`src/rtl/sdh_irq_pkg.sv`:
```
package sdh_irq_pkg;
  localparam int BYTE_W = 8;
  localparam int AW     = 3;

  localparam logic [AW-1:0] A_STAT0 = 3'd0;
  localparam logic [AW-1:0] A_STAT1 = 3'd1;
  localparam logic [AW-1:0] A_MASK0 = 3'd2;
  localparam logic [AW-1:0] A_MASK1 = 3'd3;
  localparam logic [AW-1:0] A_CTRL  = 3'd4;

  localparam logic [BYTE_W-1:0] STAT0_STICKY = 8'hF0;
  localparam logic [BYTE_W-1:0] STAT1_STICKY = 8'hFF;
  localparam logic [BYTE_W-1:0] MASK0_IMPL   = 8'hF0;
  localparam logic [BYTE_W-1:0] MASK1_IMPL   = 8'hFE;
  localparam logic [BYTE_W-1:0] CTRL_IMPL    = 8'hF8;

  localparam int CB_MASTER = 7;
  localparam int CB_DAT3   = 6;
  localparam int CB_GPI    = 5;
  localparam int CB_POLHI  = 4;
  localparam int CB_CRCABT = 3;

  // Next value of a write-1-to-clear byte; a set in the same cycle wins.
  function automatic logic [BYTE_W-1:0] w1c_next(
    input logic [BYTE_W-1:0] cur,
    input logic [BYTE_W-1:0] set,
    input logic              wr,
    input logic [BYTE_W-1:0] wd
  );
    logic [BYTE_W-1:0] clr;
    clr = wr ? wd : '0;
    return (cur & ~clr) | set;
  endfunction

  function automatic logic irq_level(
    input logic              master,
    input logic [BYTE_W-1:0] s0,
    input logic [BYTE_W-1:0] m0,
    input logic [BYTE_W-1:0] s1,
    input logic [BYTE_W-1:0] m1
  );
    return master & ((|(s0 & m0)) | (|(s1 & m1)));
  endfunction
endpackage

```
`src/rtl/sdh_cd_sync.sv`:
```
module sdh_cd_sync #(
  parameter int STAGES = 2
) (
  input  logic clk,
  input  logic rst_n,
  input  logic pin_i,
  output logic lvl_o
);
  logic [STAGES-1:0] sh_q;

  always_ff @(posedge clk or negedge rst_n) begin
    if (!rst_n) sh_q <= '0;
    else        sh_q <= {sh_q[STAGES-2:0], pin_i};
  end

  assign lvl_o = sh_q[STAGES-1];
endmodule

```
`src/rtl/sdh_sticky_byte.sv`:
```
module sdh_sticky_byte
  import sdh_irq_pkg::*;
#(
  parameter logic [BYTE_W-1:0] IMPL = '1
) (
  input  logic              clk,
  input  logic              rst_n,
  input  logic              soft_clr_i,
  input  logic [BYTE_W-1:0] set_i,
  input  logic              wr_i,
  input  logic [BYTE_W-1:0] wdata_i,
  output logic [BYTE_W-1:0] q_o
);
  logic [BYTE_W-1:0] nxt;

  always_comb begin
    nxt = soft_clr_i ? '0 : (w1c_next(q_o, set_i, wr_i, wdata_i) & IMPL);
  end

  always_ff @(posedge clk or negedge rst_n) begin
    if (!rst_n) q_o <= '0;
    else        q_o <= nxt;
  end

  for (genvar i = 0; i < BYTE_W; i++) begin : g_bit
    if (IMPL[i]) begin : g_chk
      AST_EVT_SETS: assert property (@(posedge clk) disable iff (!rst_n)
        (set_i[i] && !soft_clr_i) |=> q_o[i]);
      AST_W1C_CLEARS: assert property (@(posedge clk) disable iff (!rst_n)
        (wr_i && wdata_i[i] && !set_i[i] && !soft_clr_i) |=> !q_o[i]);
      AST_ZERO_HOLDS: assert property (@(posedge clk) disable iff (!rst_n)
        (!set_i[i] && !(wr_i && wdata_i[i]) && !soft_clr_i) |=> (q_o[i] == $past(q_o[i])));
      AST_SOFT_CLEARS: assert property (@(posedge clk) disable iff (!rst_n)
        soft_clr_i |=> !q_o[i]);
    end
  end
endmodule

```
`src/rtl/sdh_irq_status.sv`:
```
module sdh_irq_status
  import sdh_irq_pkg::*;
#(
  parameter int SYNC_STAGES = 2
) (
  input  logic              clk,
  input  logic              rst_n,
  input  logic              soft_rst_i,
  input  logic              reg_wr_i,
  input  logic [AW-1:0]     reg_addr_i,
  input  logic [BYTE_W-1:0] reg_wdata_i,
  output logic [BYTE_W-1:0] reg_rdata_o,
  input  logic [BYTE_W-1:0] core_evt_i,
  input  logic              blk_done_i,
  input  logic              mblk_done_i,
  input  logic              cd_gpi_i,
  input  logic              cd_dat3_i,
  input  logic              wp_i,
  output logic              irq_o,
  output logic              crc_abort_o
);
  localparam int NPIN = 3;

  logic [NPIN-1:0]   pin_raw, pin_lvl;
  logic [1:0]        cd_prev_q;
  logic [BYTE_W-1:0] mask0_q, mask1_q, ctrl_q;
  logic [BYTE_W-1:0] st0_sticky, st1_q, st0_view, st0_set;
  logic              gpi_edge, dat3_edge, cd_edge;
  logic              gpi_present, dat3_present;
  logic              wr_st0, wr_st1;

  assign pin_raw = {wp_i, cd_dat3_i, cd_gpi_i};

  for (genvar g = 0; g < NPIN; g++) begin : g_sync
    sdh_cd_sync #(.STAGES(SYNC_STAGES)) u_sync (
      .clk   (clk),
      .rst_n (rst_n),
      .pin_i (pin_raw[g]),
      .lvl_o (pin_lvl[g])
    );
  end

  always_ff @(posedge clk or negedge rst_n) begin
    if (!rst_n) cd_prev_q <= '0;
    else        cd_prev_q <= pin_lvl[1:0];
  end

  assign gpi_edge     = pin_lvl[0] ^ cd_prev_q[0];
  assign dat3_edge    = pin_lvl[1] ^ cd_prev_q[1];
  assign cd_edge      = ctrl_q[CB_GPI] ? gpi_edge : (ctrl_q[CB_DAT3] & dat3_edge);
  assign gpi_present  = ctrl_q[CB_POLHI] ? pin_lvl[0] : ~pin_lvl[0];
  assign dat3_present = ctrl_q[CB_POLHI] ? pin_lvl[1] : ~pin_lvl[1];

  assign wr_st0  = reg_wr_i && (reg_addr_i == A_STAT0);
  assign wr_st1  = reg_wr_i && (reg_addr_i == A_STAT1);
  assign st0_set = {cd_edge, cd_edge, blk_done_i, mblk_done_i, 4'b0000};

  sdh_sticky_byte #(.IMPL(STAT0_STICKY)) u_st0 (
    .clk        (clk),
    .rst_n      (rst_n),
    .soft_clr_i (soft_rst_i),
    .set_i      (st0_set),
    .wr_i       (wr_st0),
    .wdata_i    (reg_wdata_i),
    .q_o        (st0_sticky)
  );

  sdh_sticky_byte #(.IMPL(STAT1_STICKY)) u_st1 (
    .clk        (clk),
    .rst_n      (rst_n),
    .soft_clr_i (soft_rst_i),
    .set_i      (core_evt_i),
    .wr_i       (wr_st1),
    .wdata_i    (reg_wdata_i),
    .q_o        (st1_q)
  );

  assign st0_view = {st0_sticky[7:4], gpi_present, dat3_present, pin_lvl[2], 1'b0};

  always_ff @(posedge clk or negedge rst_n) begin
    if (!rst_n) begin
      mask0_q <= '0;
      mask1_q <= '0;
      ctrl_q  <= '0;
    end else if (reg_wr_i) begin
      if (reg_addr_i == A_MASK0) mask0_q <= reg_wdata_i & MASK0_IMPL;
      if (reg_addr_i == A_MASK1) mask1_q <= reg_wdata_i & MASK1_IMPL;
      if (reg_addr_i == A_CTRL)  ctrl_q  <= reg_wdata_i & CTRL_IMPL;
    end
  end

  always_comb begin
    unique case (reg_addr_i)
      A_STAT0: reg_rdata_o = st0_view;
      A_STAT1: reg_rdata_o = st1_q;
      A_MASK0: reg_rdata_o = mask0_q;
      A_MASK1: reg_rdata_o = mask1_q;
      A_CTRL:  reg_rdata_o = ctrl_q;
      default: reg_rdata_o = '0;
    endcase
  end

  assign irq_o       = irq_level(ctrl_q[CB_MASTER], st0_view, mask0_q, st1_q, mask1_q);
  assign crc_abort_o = ctrl_q[CB_CRCABT];

  AST_CD_EDGE_LATCH: assert property (@(posedge clk) disable iff (!rst_n)
    (cd_edge && !soft_rst_i) |=> (st0_sticky[6] && st0_sticky[7]));
  AST_IRQ_SOURCE: assert property (@(posedge clk) disable iff (!rst_n)
    irq_o |-> (ctrl_q[CB_MASTER] && ((|(st1_q[7:1] & mask1_q[7:1])) || (|(st0_sticky & mask0_q)))));
  AST_SDIO_NO_IRQ: assert property (@(posedge clk) disable iff (!rst_n)
    (st1_q == 8'h01 && st0_sticky == 8'h00) |-> !irq_o);
  AST_MASK_IMPL: assert property (@(posedge clk) disable iff (!rst_n)
    (mask0_q[3:0] == 4'h0) && !mask1_q[0]);
endmodule

```
`config.mk`:
```
export PLATFORM = sky130hd
export DESIGN_NAME = sdh_irq_status
export DESIGN_NICKNAME = d
export VERILOG_FILES = /design/src/rtl/sdh_irq_pkg.sv /design/src/rtl/sdh_cd_sync.sv /design/src/rtl/sdh_sticky_byte.sv /design/src/rtl/sdh_irq_status.sv
export SDC_FILE = /design/constraint.sdc
export NUM_CORES = 1
export LEC_CHECK = 0
export ABC_AREA = 0
export BUFFER_PORTS_ARGS = -buffer_cell sky130_fd_sc_hd__clkbuf_2
export CAP_MARGIN = 25
export CORE_ASPECT_RATIO = 0.6
export CORE_MARGIN = 8
export CORE_UTILIZATION = 55
export CTS_BUF_LIST = sky130_fd_sc_hd__clkbuf_2 sky130_fd_sc_hd__clkbuf_4 sky130_fd_sc_hd__clkbuf_8
export DETAILED_ROUTE_END_ITERATION = 10
export PLACE_DENSITY = 0.85
export SYNTH_ARGS = -nofsm -noshare
export SYNTH_HDL_FRONTEND = slang
export SYNTH_SLANG_ARGS = --single-unit
```
`constraint.sdc`:
```
create_clock -name clk -period 2.1 [get_ports clk]
set_clock_uncertainty 0.1 [all_clocks]
set_input_delay 0.525 -clock clk [delete_from_list [all_inputs] [get_ports clk]]
set_output_delay 0.525 -clock clk [all_outputs]
set_load 0.01 [all_outputs]
```
==> results of run 1 <==
where the power goes:
group | internal [W] | switching [W] | leakage (nW)
Clock | 0.000351 | 0.000258 | 0.0541
Sequential | 0.000784 | 0.0000906 | 0.440
Combinational | 0.000180 | 0.000175 | 0.552
registers in the layout, summed over array words and instances, names as in the netlist:
signal,flops
u_st0.q_o,4
ctrl_q,5
mask0_q,4
mask1_q,7
u_st1.q_o,8
cd_prev_q,2
g_sync.u_sync.sh_q,6
worst min-delay path by stage:
stage,from,slack [ns],endpoint
2_1_floorplan,rst_n,0.13,cd_prev_q[0]
3_3_place_gp,g_sync[2].u_sync.sh_q[0],0.23,g_sync[2].u_sync.sh_q[1]
3_5_place_dp,g_sync[2].u_sync.sh_q[0],0.24,g_sync[2].u_sync.sh_q[1]
4_1_cts,rst_n,0.18,mask0_q[7]
5_1_grt,rst_n,0.20,mask1_q[7]
6_report,rst_n,0.15,mask0_q[7]
through the flow:
stage	area (um^2)	hold WS [ns]
3_3_place_gp	1950	0.233
2_1_floorplan	1690	0.129
5_1_grt	2130	0.197
3_5_place_dp	1950	0.237
6_report	2130	0.154
4_1_cts	2080	0.179
worst max-delay path, cell delays in order (launching register included):
cell      delay [ns]
dfrtp_1         0.43
xnor2_1         0.22
nand2b_1        0.12
a221oi_2        0.29
buf_2           0.19
timing repair:
item                       4_1_cts  5_1_grt
pin swaps                        1        3
resized for setup                4        9
setup endpoints to repair        5        7
buffers inserted                 0        4
Yosys cell counts, types with 2 or more instances:
library cell,number,share of area (%)
a221oi_1,3,1.6
nor2b_1,2,0.74
clkbuf_1,3,0.66
a31oi_1,2,0.74
a22o_1,2,1.0
mux2i_1,3,1.8
a21oi_1,13,3.8
inv_1,19,4.2
xnor2_1,2,1.0
o21ai_1,4,1.2
o21ai_0,15,4.4
mux2_2,12,8.0
xor2_1,2,1.0
dfrtp_1,36,53
a22oi_1,9,4.0
o22ai_1,4,1.5
buf_2,3,0.89
nand2_1,8,1.8
cell families after synthesis:
family	after synthesis	synth area share (%)
flops	36	53.2
mux	15	9.75
buf+inv	27	6.87
simple gates	22	8.42
compound gates	55	19.7
xor+xnor	4	2.07
layer usage:
layer	GRT usage, %	routed length (um)	vias up
met5	0	0	-
met4	5.10	80	0
met3	6.22	513	11
met2	29.9	2210	84
met1	23.6	1980	707
li1	-	-	662
final cells by class:
class / count / area, um^2 / area share (%)
Tap cell: 42 / 52.6 / 2.46
Inverter: 19 / 71.3 / 3.35
Clock inverter: 3 / 42.5 / 2.00
Multi-Input combinational cell: 96 / 714 / 33.5
Clock buffer: 5 / 68.8 / 3.23
Timing Repair Buffer: 49 / 282 / 13.2
Sequential cell: 36 / 901 / 42.3
==> results.txt, run 1 <==
Outcome: finished with violations
Failing checks: negative setup slack
Worst r2r dst: u_st0.q_o[6]
Residual DRC: 0
ANT nets after route: 0
DP Cell Count: 238
CTS root buffer: clkbuf_8
WP data arrival: 1.54 ns
WL final: 4780 um
YS warnings: 0
Vias in the first global route: 1431
Via Count: 1464
CTS Hold Bufs: 0
Final setup fails: 1
Largest net degree at the start of global routing: 37
Clock transition at the registers of the reported paths: 0.08 ns
Site row count: 15
Syn nets: 187
Avg Cell Area, Syn: 10.7 um^2
Unrepaired setup endpoints after global routing: yes
Crit path launch type: register
Commonest non-fill, non-tap cells in the layout: 36 x dfrtp_1, 33 x clkbuf_2, 19 x inv_1
Clock Latency Late Sink: 0.29 ns
Most used DFF post-synth: dfrtp_1
Post-DP HPWL: 3510 um
Seq/Total Area, Yosys: 53.2%
Overflow after GRT: 0
Post-synth EDFFs: 0
Slew @ Worst Pin: 0.443 ns
Crit path launch: ctrl_q[4]
Initial DRC Count: 152
Crit end category: output port
Final non-filler cell total: 250
Worst r2r src: g_sync[1].u_sync.sh_q[1]
R2R cell count: 4
Seq cells post-synth: 36
Leakage Power: 1.05 nW
Fin crit share: 103%
CTS Sinks: 36
Slew Limit Fails: 0
IO Pins: 38
Setup TNS Final: -0.0656 ns
Critical path class: register to output port
H-tree levels: 2
Maximum Capacitance Violations: 0
DP Worst Slack: -0.0319 ns
Antenna violations before repair: 0
ANT cells: 0
Mean number of vias per cell: 5.86
WL/cell: 19.1 um
Most common cell after layout, fill and taps aside: dfrtp_1
Rel. slew slack: 70.5%
Total CTS buffers: 5
CTS tree: built
Setup slack, reg-to-reg: 0.86 ns
Hold/Removal Path Class: primary input to async pin
CTS max path bufs: 2
Area Growth Syn to Fin: 25.8%
Worst-path fanout max: 4
First-pass GRT wire length: 7160 um
Port buffer count: 37
Total track usage: 18.7%
Post-Syn Area: 1690 um^2
Asr flop ratio synth: 100%
Worst Setup EP: reg_rdata_o[2]
Width of the die: 87.7 um
FMAX: 0.462 GHz
Clock period minus final worst setup slack: 2.17 ns
Die Span Y: 59.0 um
Routability congestion estimate: 0.957
Share of layout cells above drive strength 1: 37.5%
PnR Total Power: 0.00184 W
Synth Instances: 159
Die Footprint: 5170 um^2
Core area: 2910 um^2
Final hold vios: 0
PwrDens: 862 nW/um^2
Effective utilization at floorplan: 58.2%
Final Util: 73.3%
Pre-antenna DRT Iters: 5
PnR worst setup slack: -0.0656 ns
CP Data Required Time: 1.47 ns
Nets: 235
Worst-case vdd ir drop: 0.699 mV
Yosys cell types: 35
Fillers: 196
Power figures use the tool's default switching activity.
==> inputs of run 2 (changes only) <==
--- a/config.mk
+++ b/config.mk
@@ -14,6 +14,7 @@
 export CTS_BUF_LIST = sky130_fd_sc_hd__clkbuf_2 sky130_fd_sc_hd__clkbuf_4 sky130_fd_sc_hd__clkbuf_8
 export DETAILED_ROUTE_END_ITERATION = 10
 export PLACE_DENSITY = 0.85
+export RECOVER_POWER = 50
 export SYNTH_ARGS = -nofsm -noshare
 export SYNTH_HDL_FRONTEND = slang
 export SYNTH_SLANG_ARGS = --single-unit
==> results.txt, run 2 (synthesis gave the netlist of run 1 again) <==
Mean number of vias per cell: 5.90
Clock transition at the registers of the reported paths: 0.09 ns
Crit end category: output port
Setup TNS Final: -0.0746 ns
Antenna violations before repair: 0
Via Count: 1474
Failing checks: negative setup slack
Placed cell area: 1950 um^2
Hold WS: 0.235 ns
Outcome: finished with violations
Worst r2r src: g_sync[1].u_sync.sh_q[1]
Die Span Y: 59.0 um
CTS root buffer: clkbuf_8
Power share of the clock group: 33.3%
Overflow after GRT: 0
Routability congestion estimate: 0.957
Commonest non-fill, non-tap cells in the layout: 36 x dfrtp_1, 34 x clkbuf_2, 19 x inv_1
Crit path launch type: register
Initial DRC Count: 155
WL/cell: 19.2 um
Internal power: 0.00131 W
Hold Path Origin: wp_i
Nets: 235
CTS Sinks: 36
Most common cell after layout, fill and taps aside: dfrtp_1
Slew @ Worst Pin: 0.866 ns
Number of flip-flops in the largest register: 8
Clock period minus final worst setup slack: 2.17 ns
WL final: 4810 um
Sequential Power Share: 47.4%
WP data arrival: 1.55 ns
Vias in the first global route: 1431
Rel. slew slack: 42.3%
Critical path class: register to output port
PwrDens: 867 nW/um^2
Design area: 2130 um^2
Largest net degree at the start of global routing: 37
CTS max path bufs: 2
Fin crit share: 104%
Core area: 2910 um^2
ANT cells: 0
Effective utilization at floorplan: 58.2%
Slew Limit Fails: 0
Width of the die: 87.7 um
Total track usage: 18.7%
Sw power: 0.000531 W
Pre-antenna DRT Iters: 5
Worst r2r dst: u_st0.q_o[6]
CTS tree: built
Setup slack, reg-to-reg: 0.85 ns
Die Footprint: 5170 um^2
Worst-path fanout max: 4
Leakage Power: 1.04 nW
Total CTS buffers: 5
Site row count: 15
Hold Path Stages: 1
Registers with the most flip-flops: u_st1.q_o x8, mask1_q x7, g_sync.u_sync.sh_q x6
Maximum Capacitance Violations: 0
PnR worst setup slack: -0.0737 ns
Residual DRC: 0
CP Data Required Time: 1.47 ns
Share of layout cells above drive strength 1: 37.5%
FMAX: 0.460 GHz
Sw frac: 28.8%
Clock Latency Late Sink: 0.29 ns
Biggest register: u_st1.q_o
CTS Hold Bufs: 0
CP Cell Sequence: xnor2_1 -> nand2b_1 -> a221oi_2 -> buf_2
First-pass GRT wire length: 7160 um
Post-DP HPWL: 3510 um
ANT nets after route: 0
R2R cell count: 4
Port buffer count: 37
Final setup fails: 2
Comb power frac: 19.3%
Area Growth Syn to Fin: 25.7%
DP Worst Slack: -0.0319 ns
Unrepaired setup endpoints after global routing: yes
Final hold vios: 0
Worst-case vdd ir drop: 0.701 mV
IO Pins: 38
H-tree levels: 2
Worst hold endpoint: g_sync[2].u_sync.sh_q[0]
Hold/Removal Path Class: primary input to register
Critical path's slowest cell: dfrtp_1
Delay of the slowest critical-path stage: 0.43 ns
==> run 2: cell types whose count changed in the layout (fill, tap and decap cells not counted) <==
cell	before	now
clkbuf_2	33	34
buf_4	12	10
clkbuf_4	0	1
==> run 2: layout make-up <==
class / count / area, um^2
Timing Repair Buffer: 49 / 279
Inverter: 19 / 71.3
Sequential cell: 36 / 901
Multi-Input combinational cell: 96 / 714
Clock inverter: 3 / 42.5
Tap cell: 42 / 52.6
Clock buffer: 5 / 68.8
Fill cell: 196 / 779
==> run 2: through the flow <==
| step | total power, W | instances | util, % |
|---|---|---|---|
| finish | 0.00185 | 250 | 73.2 |
| global route | 0.00191 | 250 | 73.2 |
| CTS | 0.00181 | 246 | 71.5 |
| detailed placement | 0.00120 | 238 | 66.9 |
| global placement | 0.00119 | 238 | 66.9 |
| floorplan | 0.00106 | 159 | - |
==> run 2: routing by layer <==
| layer | part of all wire [%] | routed length (um) | up-vias | global-route usage (%) |
|---|---|---|---|---|
| met5 | 0 | 0 | - | 0 |
| met4 | 2.0 | 97 | 0 | 5.10 |
| met3 | 9.6 | 461 | 17 | 6.22 |
| met2 | 45 | 2180 | 92 | 29.9 |
| met1 | 43 | 2070 | 701 | 23.6 |
| li1 | - | - | 664 | - |
==> run 2: repair_timing <==
item                       4_1_cts  5_1_grt
buffers inserted                 0        4
setup endpoints to repair        5        7
resized for setup                4        9
cloned                           0        0
pin swaps                        1        3
==> run 2: how the worst max path moves through the flow <==
| stage | start | slack, ns | to |
|---|---|---|---|
| 2_1_floorplan | reg_addr_i[0] | 0.14 | reg_rdata_o[2] |
| 3_3_place_gp | reg_addr_i[0] | 0.01 | reg_rdata_o[7] |
| 3_5_place_dp | reg_addr_i[0] | -0.03 | reg_rdata_o[3] |
| 4_1_cts | ctrl_q[4] | 0.008 | reg_rdata_o[2] |
| 5_1_grt | ctrl_q[4] | -0.11 | reg_rdata_o[2] |
| 6_report | ctrl_q[4] | -0.07 | reg_rdata_o[2] |
==> run 2: critical path, delay by kind of cell (launching register included) <==
kind            cells  cell delay [ns]
simple gates        1             0.12
buf+inv             1             0.19
flops               1             0.43
compound gates      1             0.29
xor+xnor            1             0.22
==> run 2: power groups by stage <==
stage          combinational, W  clock (W)  sequential [W]
2_1_floorplan          0.000206          0        0.000850
3_3_place_gp           0.000311          0        0.000875
3_5_place_dp           0.000322          0        0.000883
4_1_cts                0.000330   0.000612        0.000871
5_1_grt                0.000387   0.000641        0.000884
6_report               0.000355   0.000615        0.000876
==> inputs of run 3 (changes only) <==
--- a/config.mk
+++ b/config.mk
@@ -9,7 +9,6 @@
 export BUFFER_PORTS_ARGS = -buffer_cell sky130_fd_sc_hd__clkbuf_2
 export CAP_MARGIN = 25
 export CORE_ASPECT_RATIO = 0.6
-export CORE_MARGIN = 8
 export CORE_UTILIZATION = 55
 export CTS_BUF_LIST = sky130_fd_sc_hd__clkbuf_2 sky130_fd_sc_hd__clkbuf_4 sky130_fd_sc_hd__clkbuf_8
 export DETAILED_ROUTE_END_ITERATION = 10
==> results.txt, run 3 (synthesis gave the netlist of run 1 again) <==
Crit end category: output port
WP data arrival: 1.43 ns
Slew Limit Fails: 0
Residual DRC: 0
Mean number of vias per cell: 5.92
Clock transition at the registers of the reported paths: 0.07 ns
Critical path's slowest cell: dfrtp_1
Total track usage: 27.2%
Internal power: 0.00120 W
Share of layout cells above drive strength 1: 38.5%
Rel. slew slack: 36.8%
Area Growth Syn to Fin: 26.1%
PwrDens: 803 nW/um^2
Fillers: 212
Clock period minus final worst setup slack: 2.06 ns
Most common cell after layout, fill and taps aside: dfrtp_1
Crit path launch type: register
Core area: 2890 um^2
Routability congestion estimate: 0.947
Port buffer count: 37
Comb power frac: 20.9%
CTS tree: built
CTS Hold Bufs: 0
Final hold vios: 0
Number of flip-flops in the largest register: 8
ANT nets after route: 0
Effective utilization at floorplan: 58.6%
Hold/Removal Path Class: primary input to register
Via Count: 1479
Final Util: 73.9%
Worst-case vdd ir drop: 0.596 mV
Leakage Power: 1.05 nW
CP Cell Sequence: xnor2_2 -> nand2b_1 -> a221oi_2 -> buf_2
Worst-path fanout max: 3
CP Buf/Inv Count: 1
Initial DRC Count: 156
First-pass GRT wire length: 6340 um
Clock Latency Late Sink: 0.29 ns
Sw power: 0.000518 W
Sequential Power Share: 51.0%
Biggest register: u_st1.q_o
CP Data Required Time: 1.47 ns
Die Footprint: 3310 um^2
Final setup fails: 0
IO Pins: 38
Slew @ Worst Pin: 0.949 ns
ANT cells: 0
Largest net degree at the start of global routing: 20
CTS max path bufs: 2
CTS root buffer: clkbuf_8
Power share of the clock group: 28.2%
Post-DP HPWL: 3140 um
Vias in the first global route: 1364
Outcome: finished, final reports clean
Maximum Capacitance Violations: 0
Crit-path leading delay family: flip-flops
Sw frac: 30.2%
Width of the die: 73.7 um
Critical path class: register to output port
Nets: 235
Overflow after GRT: 0
Delay of the slowest critical-path stage: 0.44 ns
Hold WS: 0.236 ns
CTS Sinks: 36
Pre-antenna DRT Iters: 4
Antenna violations before repair: 0
H-tree levels: 2
Registers with the most flip-flops: u_st1.q_o x8, mask1_q x7, g_sync.u_sync.sh_q x6
WL final: 4410 um
Commonest non-fill, non-tap cells in the layout: 35 x dfrtp_1, 33 x clkbuf_2, 19 x inv_1
Die Span Y: 45.0 um
FMAX: 0.486 GHz
Total CTS buffers: 5
WL/cell: 17.6 um
Fin crit share: 97.9%
Site row count: 15
[run 3: path summary, 6_finish.rpt]
path | depth (start not counted) | endpoint | slack, ns | from
max reg2reg | 3 | u_st0.q_o[7] | 0.87 | g_sync[1].u_sync.sh_q[1]
max | 4 | reg_rdata_o[2] | 0.04 | g_sync[1].u_sync.sh_q[1]
min in group asynchronous | 1 | mask1_q[2] | 0.26 | rst_n
max in group asynchronous | 2 | ctrl_q[4] | 0.30 | rst_n
min reg2reg | 0 | g_sync[0].u_sync.sh_q[1] | 0.25 | g_sync[0].u_sync.sh_q[0]
min | 1 | g_sync[1].u_sync.sh_q[0] | 0.24 | cd_dat3_i
[run 3: what timing repair did]
item / 4_1_cts / 5_1_grt
buffers inserted: 0 / 2
hold endpoints to repair: 0 / 0
resized for setup: 4 / 13
pin swaps: 0 / 2
setup endpoints to repair: 6 / 7
[run 3: cell type report]
type	count	area [um^2]	area share [%]
clock buffers	5	68.8	3.22
clock inverters	3	18.8	0.879
inverters	19	71.3	3.34
multi-input cells	96	737	34.5
flip-flops and latches	36	902	42.2
well taps	42	52.6	2.46
repair buffers	49	285	13.4
[run 3: metrics by stage]
stage	setup slack, ns	TNS, ns	instances	power [W]	instance area [um^2]
2_1_floorplan	0.137	0	159	0.00106	1690
3_3_place_gp	0.0121	0	240	0.00118	1970
3_5_place_dp	-0.0514	-0.166	240	0.00120	1970
4_1_cts	0.00239	0	248	0.00169	2080
5_1_grt	-0.0425	-0.0500	250	0.00179	2140
6_report	0.0437	0	250	0.00171	2140
[run 3: power by group through the flow]
stage | registers (W) | clock network [W] | logic (W)
6_report | 0.000874 | 0.000483 | 0.000358
3_3_place_gp | 0.000869 | 0 | 0.000309
3_5_place_dp | 0.000877 | 0 | 0.000324
2_1_floorplan | 0.000850 | 0 | 0.000206
4_1_cts | 0.000866 | 0.000491 | 0.000332
5_1_grt | 0.000884 | 0.000513 | 0.000390
[run 3: routing by layer]
layer | track usage (%) | vias to the layer above | wire length, um
li1 | - | 659 | -
met1 | 36.5 | 711 | 1870
met2 | 40.6 | 92 | 2000
met3 | 8.04 | 17 | 420
met4 | 14.2 | 0 | 121
met5 | 0 | - | 0
